==> config.mk <==
export PLATFORM = sky130hd
export DESIGN_NAME = canwk_detector
export DESIGN_NICKNAME = d
export VERILOG_FILES = /design/src/rtl/canwk_pkg.sv /design/src/rtl/canwk_sync.sv /design/src/rtl/canwk_glitch.sv /design/src/rtl/canwk_dom_timer.sv /design/src/rtl/canwk_fsm.sv /design/src/rtl/canwk_detector.sv
export SDC_FILE = /design/constraint.sdc
export NUM_CORES = 1
export LEC_CHECK = 0
export ABC_AREA = 1
export CAP_MARGIN = 20
export CORE_MARGIN = 2
export CORE_UTILIZATION = 50
export CTS_CLUSTER_SIZE = 28
export DETAILED_ROUTE_END_ITERATION = 8
export HOLD_SLACK_MARGIN = 0.02
export PLACE_DENSITY = 0.81
export SYNTH_ARGS = -nofsm -noshare
export SYNTH_HDL_FRONTEND = slang
export SYNTH_SLANG_ARGS = --single-unit
==> constraint.sdc <==
create_clock -name clk_i -period 2.8 [get_ports clk_i]
set_input_delay 0.56 -clock clk_i [delete_from_list [all_inputs] [get_ports clk_i]]
set_output_delay 0.56 -clock clk_i [all_outputs]
set_load 0.01 [all_outputs]
==> src/rtl/canwk_pkg.sv <==
package canwk_pkg;

   typedef enum logic [1:0] {
      ST_SLEEP  = 2'd0,
      ST_UNCONF = 2'd1,
      ST_AWAKE  = 2'd2
   } canwk_state_e;

   // Cycle count of the wake threshold: the time in clock cycles, plus one,
   // so that the dominant time must strictly exceed the threshold time.
   function automatic int unsigned wake_cycles(input longint unsigned clk_hz,
                                                input longint unsigned thr_ns);
      longint unsigned prod;
      prod = (clk_hz * thr_ns) / 64'd1_000_000_000;
      return int'(prod) + 1;
   endfunction

endpackage

==> src/rtl/canwk_sync.sv <==
module canwk_sync #(
   parameter int unsigned STAGES    = 2,
   parameter logic        RESET_VAL = 1'b1
) (
   input  logic clk_i,
   input  logic rst_ni,
   input  logic d_i,
   output logic q_o
);

   if (STAGES < 2) begin : g_bad_stages
      $error("canwk_sync: STAGES must be at least 2");
   end

   logic [STAGES-1:0] chain_q;

   for (genvar i = 0; i < STAGES; i++) begin : g_stage
      if (i == 0) begin : g_first
         always_ff @(posedge clk_i or negedge rst_ni) begin
            if (!rst_ni) chain_q[0] <= RESET_VAL;
            else         chain_q[0] <= d_i;
         end
      end else begin : g_next
         always_ff @(posedge clk_i or negedge rst_ni) begin
            if (!rst_ni) chain_q[i] <= RESET_VAL;
            else         chain_q[i] <= chain_q[i-1];
         end
      end
   end

   assign q_o = chain_q[STAGES-1];

endmodule

==> src/rtl/canwk_glitch.sv <==
module canwk_glitch #(
   parameter int unsigned FILT_LEN  = 3,
   parameter logic        RESET_VAL = 1'b1
) (
   input  logic clk_i,
   input  logic rst_ni,
   input  logic raw_i,
   output logic filt_o
);

   if (FILT_LEN < 1) begin : g_bad_len
      $error("canwk_glitch: FILT_LEN must be at least 1");
   end

   localparam int unsigned CW = (FILT_LEN > 1) ? $clog2(FILT_LEN) : 1;

   logic filt_q;

   if (FILT_LEN == 1) begin : g_direct
      // One cycle of agreement is enough: plain register stage.
      always_ff @(posedge clk_i or negedge rst_ni) begin
         if (!rst_ni) filt_q <= RESET_VAL;
         else         filt_q <= raw_i;
      end
   end else begin : g_count
      localparam logic [CW-1:0] LAST = CW'(FILT_LEN - 1);
      logic [CW-1:0] run_q;

      always_ff @(posedge clk_i or negedge rst_ni) begin
         if (!rst_ni) begin
            filt_q <= RESET_VAL;
            run_q  <= '0;
         end else if (raw_i != filt_q) begin
            if (run_q == LAST) begin
               filt_q <= raw_i;
               run_q  <= '0;
            end else begin
               run_q <= run_q + 1'b1;
            end
         end else begin
            run_q <= '0;
         end
      end

      // the filtered level only ever moves toward the raw level.
      p_filt_follows_r4: assert property (@(posedge clk_i) disable iff (!rst_ni)
         !$stable(filt_q) |-> (filt_q == $past(raw_i)));

      // an input that agrees with the output keeps the output steady.
      p_filt_hold_r4: assert property (@(posedge clk_i) disable iff (!rst_ni)
         (raw_i == filt_q) |=> $stable(filt_q));
   end

   assign filt_o = filt_q;

endmodule

==> src/rtl/canwk_dom_timer.sv <==
module canwk_dom_timer #(
   parameter int unsigned WAKE_CYC = 101
) (
   input  logic clk_i,
   input  logic rst_ni,
   input  logic arm_i,
   input  logic dom_i,
   output logic hit_o
);

   if (WAKE_CYC < 2) begin : g_bad_thr
      $error("canwk_dom_timer: WAKE_CYC must be at least 2");
   end

   localparam int unsigned CW = $clog2(WAKE_CYC + 1);
   localparam logic [CW-1:0] LAST = CW'(WAKE_CYC - 1);
   localparam logic [CW-1:0] TOP  = CW'(WAKE_CYC);

   logic [CW-1:0] cnt_q;

   always_ff @(posedge clk_i or negedge rst_ni) begin
      if (!rst_ni) begin
         cnt_q <= '0;
      end else if (arm_i && dom_i) begin
         if (cnt_q != TOP) cnt_q <= cnt_q + 1'b1;
      end else begin
         cnt_q <= '0;
      end
   end

   assign hit_o = arm_i && dom_i && (cnt_q == LAST);

   // the count never runs past the threshold.
   p_no_overflow_r2: assert property (@(posedge clk_i) disable iff (!rst_ni)
      cnt_q <= TOP);

   // a recessive sample leaves a zero count behind it.
   p_recessive_clears_r3: assert property (@(posedge clk_i) disable iff (!rst_ni)
      !dom_i |=> (cnt_q == '0));

   // a disarmed timer restarts from zero.
   p_disarm_clears_r9: assert property (@(posedge clk_i) disable iff (!rst_ni)
      !arm_i |=> (cnt_q == '0));

endmodule

==> src/rtl/canwk_fsm.sv <==
module canwk_fsm
   import canwk_pkg::*;
(
   input  logic         clk_i,
   input  logic         rst_ni,
   input  logic         hit_i,
   input  logic         sleep_cmd_i,
   input  logic         confirm_cmd_i,
   output logic         arm_o,
   output logic         inhibit_o,
   output logic         wake_o,
   output logic         wake_evt_o
);

   canwk_state_e state_q, state_d;
   logic         evt_q;

   always_comb begin
      state_d = state_q;
      unique case (state_q)
         ST_SLEEP:  if (hit_i) state_d = ST_UNCONF;
         ST_UNCONF: begin
            if (sleep_cmd_i)        state_d = ST_SLEEP;
            else if (confirm_cmd_i) state_d = ST_AWAKE;
         end
         ST_AWAKE:  if (sleep_cmd_i) state_d = ST_SLEEP;
         default:   state_d = ST_SLEEP;
      endcase
   end

   always_ff @(posedge clk_i or negedge rst_ni) begin
      if (!rst_ni) begin
         state_q <= ST_SLEEP;
         evt_q   <= 1'b0;
      end else begin
         state_q <= state_d;
         evt_q   <= (state_q == ST_SLEEP) && hit_i;
      end
   end

   assign arm_o      = (state_q == ST_SLEEP);
   assign inhibit_o  = (state_q != ST_SLEEP);
   assign wake_o     = (state_q == ST_UNCONF);
   assign wake_evt_o = evt_q;

   // a wake event coincides with the wake flag.
   p_evt_flag_r6: assert property (@(posedge clk_i) disable iff (!rst_ni)
      evt_q |-> (wake_o && inhibit_o));

   // the event lasts a single cycle.
   p_evt_single_r6: assert property (@(posedge clk_i) disable iff (!rst_ni)
      evt_q |=> !evt_q);

   // a confirm without sleep moves to the confirmed state.
   p_confirm_r7: assert property (@(posedge clk_i) disable iff (!rst_ni)
      (state_q == ST_UNCONF && confirm_cmd_i && !sleep_cmd_i) |=> (state_q == ST_AWAKE));

   // sleep from any awake state lands in sleep next cycle.
   p_sleep_exit_r8: assert property (@(posedge clk_i) disable iff (!rst_ni)
      (state_q != ST_SLEEP && sleep_cmd_i) |=> (state_q == ST_SLEEP));

   // no wake event follows a cycle spent awake.
   p_no_rewake_r9: assert property (@(posedge clk_i) disable iff (!rst_ni)
      (state_q != ST_SLEEP) |=> !evt_q);

   // only the timer leaves sleep; commands do not.
   p_sleep_hold_r10: assert property (@(posedge clk_i) disable iff (!rst_ni)
      (state_q == ST_SLEEP && !hit_i) |=> (state_q == ST_SLEEP));

endmodule

==> src/rtl/canwk_detector.sv <==
module canwk_detector #(
   parameter longint unsigned CLK_FREQ_HZ = 20_000_000,
   parameter longint unsigned WAKE_NS     = 5000,
   parameter int unsigned     SYNC_STAGES = 2,
   parameter int unsigned     FILT_LEN    = 3
) (
   input  logic clk_i,
   input  logic rst_ni,
   input  logic rx_i,
   input  logic sleep_cmd_i,
   input  logic confirm_cmd_i,
   output logic inhibit_o,
   output logic wake_o,
   output logic wake_evt_o
);

   localparam int unsigned WAKE_CYC = canwk_pkg::wake_cycles(CLK_FREQ_HZ, WAKE_NS);

   if (WAKE_CYC <= FILT_LEN) begin : g_bad_ratio
      $error("canwk_detector: threshold must be longer than the glitch filter");
   end

   logic rx_sync;
   logic rx_filt;
   logic arm;
   logic hit;

   canwk_sync #(
      .STAGES    (SYNC_STAGES),
      .RESET_VAL (1'b1)
   ) u_sync (
      .clk_i  (clk_i),
      .rst_ni (rst_ni),
      .d_i    (rx_i),
      .q_o    (rx_sync)
   );

   canwk_glitch #(
      .FILT_LEN  (FILT_LEN),
      .RESET_VAL (1'b1)
   ) u_glitch (
      .clk_i  (clk_i),
      .rst_ni (rst_ni),
      .raw_i  (rx_sync),
      .filt_o (rx_filt)
   );

   canwk_dom_timer #(
      .WAKE_CYC (WAKE_CYC)
   ) u_timer (
      .clk_i  (clk_i),
      .rst_ni (rst_ni),
      .arm_i  (arm),
      .dom_i  (!rx_filt),
      .hit_o  (hit)
   );

   canwk_fsm u_fsm (
      .clk_i         (clk_i),
      .rst_ni        (rst_ni),
      .hit_i         (hit),
      .sleep_cmd_i   (sleep_cmd_i),
      .confirm_cmd_i (confirm_cmd_i),
      .arm_o         (arm),
      .inhibit_o     (inhibit_o),
      .wake_o        (wake_o),
      .wake_evt_o    (wake_evt_o)
   );

   // nothing is awake while reset is held.
   p_reset_quiet_r1: assert property (@(posedge clk_i)
      !rst_ni |-> (!inhibit_o && !wake_o && !wake_evt_o));

   // a wake flag always goes with the enable output.
   p_flag_needs_enable_r5: assert property (@(posedge clk_i) disable iff (!rst_ni)
      wake_o |-> inhibit_o);

endmodule

Word-level counts from Yosys, hierarchy flattened
Cells that the tools add are included.
{"block": "totals", "regBits": 15, "latch_bits": 0, "ramBits": 0, "mem_bits_ro": 0, "in_bits": 5, "output_inout_bits": 3, "elab_cells": 36, "n_memories": 0}
{"block": "op_classes", "addsub": 2, "multipliers": 0, "n_div": 0, "n_lt_le_gt_ge": 0, "n_eq_ne": 10, "n_shift": 0, "mux": 9, "bitwise": 0, "n_reduce_logical": 8}
{"cell": "7-bit 2-to-1 mux", "n": 2}
{"cell": "2-bit 2-to-1 mux", "n": 6}
{"cell": "7-bit by 1-bit adder with 7-bit output, second input constant", "n": 1}
{"cell": "7-bit == test, second input constant", "n": 1}
{"cell": "7-bit inequality test, second input constant", "n": 1}
{"cell": "2-bit case mux with 3 select lines", "n": 1}
{"cell": "2-bit == test, second input constant", "n": 2}
{"cell": "2-bit inequality test, second input constant", "n": 2}
{"cell": "1-bit logical AND", "n": 3}
{"cell": "3-bit inequality test, second input constant", "n": 1}
{"cell": "3-bit AND reduction", "n": 1}
{"cell": "2-bit by 1-bit adder with 2-bit output, second input constant", "n": 1}
{"cell": "2-bit by 1-bit == test with 1-bit output, second input constant", "n": 1}
{"cell": "2-bit logical NOT", "n": 1}
{"cell": "2-bit by 1-bit inequality test with 1-bit output, second input constant", "n": 1}
{"cell": "2-bit AND reduction", "n": 1}
{"cell": "2-bit nonzero test", "n": 1}
{"cell": "1-bit logical NOT", "n": 1}
{"cell": "1-bit inequality test", "n": 1}

Longest topological paths before layout
{"block": "depth", "depth_word": 5, "depth_mapped": 7, "ltp_nobuf": 6}

Modules after synthesis
A second synthesis with hierarchy kept.
{"block": "hier_totals", "cells_unflattened": 99, "area_unflattened_um2": 799.5}
{"module": "canwk_dom_timer", "instances": 1, "cells_each": 58, "area_per_inst_um2": 452.9}
{"module": "canwk_fsm", "instances": 1, "cells_each": 19, "area_per_inst_um2": 152.6}
{"module": "canwk_glitch", "instances": 1, "cells_each": 19, "area_per_inst_um2": 137.6}
{"module": "canwk_sync", "instances": 1, "cells_each": 2, "area_per_inst_um2": 52.6}
{"module": "canwk_detector", "instances": 1, "cells_each": 1, "area_per_inst_um2": 3.8}

Worst setup path before layout
No wires, ideal clock.
{"block": "synth_path", "path_type": "flip-flop to output port", "start": "reg u_fsm.state_q[0]", "end": "out wake_o", "arrival_ps": 592, "slack_ps": 1648, "path_stages_with_launch": 3, "path_buffers": 0, "cell_sequence": "dfrtp_1 inv_2 nor2_1"}
{"block": "synth_between", "elab_chain_cells": 1}
{"element": "start: declaration", "line": "canwk_fsm.sv:15", "rtl": "canwk_state_e state_q, state_d;"}
{"element": "start signal: assignment", "line": "canwk_fsm.sv:36", "rtl": "state_q <= state_d;"}
{"element": "2-bit by 1-bit == test with 1-bit output", "line": "canwk_fsm.sv:43", "rtl": "assign wake_o = (state_q == ST_UNCONF);"}
{"element": "end: declaration", "line": "canwk_detector.sv:13", "rtl": "output logic wake_o,"}
No other way between the ends.

Final worst setup path
Ends and elaborated chain as after synthesis.

==> flow_summary.yaml <==
run_status:
  status: "finished clean"
cells_and_area:
  num-fill-cells: 112
  layout.nets: 104
  final_cells: 110
  area_delta_synth_final_pct: 14.21
  antenna-diode-count: 0
  multi_input_area_sq_um: 296.5
  drive_above_1_share_pct: 15.79
  register_area_sq_um: 379.1
detailed_routing:
  firstDrtPassIters: 4
  dr.first_iter.drc_count: 10
  routedWlPerCell_um: 11.04
  vias: 581
  vias_per_cell: 5.282
  drc: 0
  ant_nets: 0
  drt-total-wl_mm: 1.214
job:
  cap_violations: 0
critical_path:
  cp_max_fo: 3
  critPathTopFamily: "buffers and inverters"
  r2r-end: "u_timer.cnt_q[6]$_DFFE_PN0P_"
  slowest_stage: "clkdlybuf4s50_1"
  critical_path_buf_inv_count: 2
  critPathMaxStageDelay_ns: 0.55
  critPathKind: "flip-flop to output port"
  cp.required_ns: 2.24
  reg2regPathDepth: 6
  rrSetupSlack_ns: 1.57
  worst_setup_path_end_kind: "output port"
  crit_path_cell_trace: "inv_2 > nor2_1 > clkdlybuf4s50_1"
  cp-endpoint: "wake_o"
  worstSetupPathDepth: 3
  crit_start: "u_fsm.state_q[0]$_DFFE_PN0P_"
  r2r_start: "u_timer.cnt_q[0]$_DFFE_PN0P_"
  worstPathArrival_ns: 1.42
  start_kind: "flip-flop"
clock_network:
  post_cts_buffers: 0
  clk_pin_slew_ns: 0.09
  insertion_delay_ns: 0.29
  post_cts_resized: 0
  root_buffer: "clkbuf_4"
  cts_num_sinks: 15
  hold_buffers: 0
  htree_levels: 1
  cts_buffer_depth: 2
  cts_made_buffers: 3
  cts_tree: "done"
yosys:
  syn_area_sq_um: 739.5
  async_flop_share_pct: 100.0
  ys_ff_latch: 15
  synth_top_area_share_pct: 40.61
  yosys-top-cells-area: "dfrtp_1 41%, dfstp_2 11%, nand2_1 8.1%, nand3_1 6.1%, inv_1 5.6%"
  syn_avg_cell_area_sq_um: 8.700
  synth_cell_type_count: 20
  yosysTopAreaCell: "dfrtp_1"
  ys_warn_count: 0
  synth.yosys.seq_area_share_pct: 51.27
  synth_most_common_cell: "nand2_1"
  synth_edf_count: 0
  yosys-top-cells-count: "16 x nand2_1, 12 x dfrtp_1, 11 x inv_1"
  synth_nets: 93
  synthFlopType: "dfrtp_1"
  synthCells: 85
timing:
  slew_headroom_pct: 55.68
  drv_slew: 0
  period_share_pct: 70.77
  finalHoldViolCount: 0
  setup_viol: 0
  hold_slack_ns: 0.3623
  fmax_mhz: 504.6
  fin_worst_skew_ns: 0.006758
  rsz0062_at_grt: "no"
  totalNegativeSetupSlack_ns: 0
  tightest_slew_ns: 0.6627
  fin_ws_ns: 0.8184
  fin_crit_ns: 1.982
die:
  die_h_um: 42.46
  dieArea_sq_um: 1802
  die-width_um: 42.46
  boundaryPins: 8
  core_sq_um: 1334
  start_util_pct: 55.44
  rows: 13
global_route:
  grt_pass1_wl_mm: 2.159
  grt_pass1_vias: 527
  grt_max_degree: 16
  antenna_found_initial: 0
  grt_overflow: 0
  grtUsageTotal_pct: 16.43
placed_design:
  routabilityCongestion: 0.7796
  dpl.hpwl_um: 901.6
  port_buffers: 7
  place_ws_ns: 1.150
  dp_cells: 106
worst_hold_path:
  hold_class: "flip-flop to flip-flop"
power:
  ir_worst_vdd_mv: 0.3560
  p_leak_nw: 0.3981
  powerDensity_nw_per_um2: 666.1
==> sequential cells by signal (all words and copies together) (netlist names) <==
name / count
u_sync.chain_q: 1
u_sync.q_o: 1
u_fsm.state_q: 2
u_glitch.g_count.run_q: 2
u_glitch.filt_o: 1
u_timer.cnt_q: 7
u_fsm.wake_evt_o: 1
==> placed cells by master, fill, tap and decap left out, drive strengths merged <==
cell and instances:
nand2 17, dfstp 3, xnor2 2, nor3 3
nor3b 1, o31ai 1, clkdlybuf4s50 7, clkinv 1
nor2 10, nand3 11, clkbuf 3, inv 14
ha 3, dfrtp 12, o21ai 3, a21oi 2
nand4 2
==> area by class of cell <==
| type | count | area share, % |
|---|---|---|
| clock buffer | 3 | 2.667 |
| clock inverter | 1 | 0.5926 |
| inverter | 14 | 6.222 |
| multi-input combinational | 55 | 35.11 |
| sequential | 15 | 44.89 |
| tap | 15 | 2.222 |
| timing repair buffer | 7 | 8.296 |
==> layer usage <==
metal	vias up	wire length [um]	global-route usage, %
li1	289	-	-
met1	274	573	20.16
met2	13	537	24.92
met3	5	62	4.310
met4	0	40	11.25
met5	-	0	0
==> report_power, final <==
part           internal, W  switching, W  total [W]
combinational    0.0000541     0.0000823   0.000136
clock            0.0000532     0.0000733   0.000127
sequential        0.000259     0.0000404   0.000300
total             0.000367      0.000196   0.000563
==> worst register-to-register path: stages, from the launching register on <==
cell	delay, ns
dfrtp_1	0.46
ha_1	0.24
nand2_2	0.08
nor2_2	0.16
nand3_1	0.08
nand2_1	0.06
nor2_1	0.04
==> worst min path at each step <==
| stage | to | from | depth (start not counted) | slack, ns |
|---|---|---|---|---|
| 3_5_place_dp | u_sync.q_o$_DFF_PN1_ | u_sync.chain_q[0]$_DFF_PN1_ | 0 | 0.35 |
| 6_report | u_sync.q_o$_DFF_PN1_ | u_sync.chain_q[0]$_DFF_PN1_ | 0 | 0.36 |
| 3_3_place_gp | u_sync.q_o$_DFF_PN1_ | u_sync.chain_q[0]$_DFF_PN1_ | 0 | 0.35 |
| 5_1_grt | u_sync.q_o$_DFF_PN1_ | u_sync.chain_q[0]$_DFF_PN1_ | 0 | 0.37 |
| 2_1_floorplan | u_fsm.state_q[0]$_DFFE_PN0P_ | rst_ni | 0 | 0.26 |
| 4_1_cts | u_sync.q_o$_DFF_PN1_ | u_sync.chain_q[0]$_DFF_PN1_ | 0 | 0.36 |
==> through the flow <==
step	power, W	util (%)	cell area (sq um)
floorplan	0.0004070	-	739.5
global placement	0.0004352	61.26	817.0
detailed placement	0.0004416	61.26	817.0
CTS	0.0005673	63.32	844.6
global route	0.0006100	63.32	844.6
finish	0.0005626	63.32	844.6
==> logic make-up (layout without fill, tap and decap cells) <==
kind of cell	Yosys count	count (layout)	synth area share, %
XOR/XNOR	2	2	2.369
flip-flops	15	15	51.27
buffers and inverters	15	25	8.629
AO/OA/AOI/OAI	6	6	4.399
AND/OR/NAND/NOR	44	44	28.26
adder cells (fa/ha/maj)	3	3	5.077
Note: power is estimated with default switching activity, not from simulation.
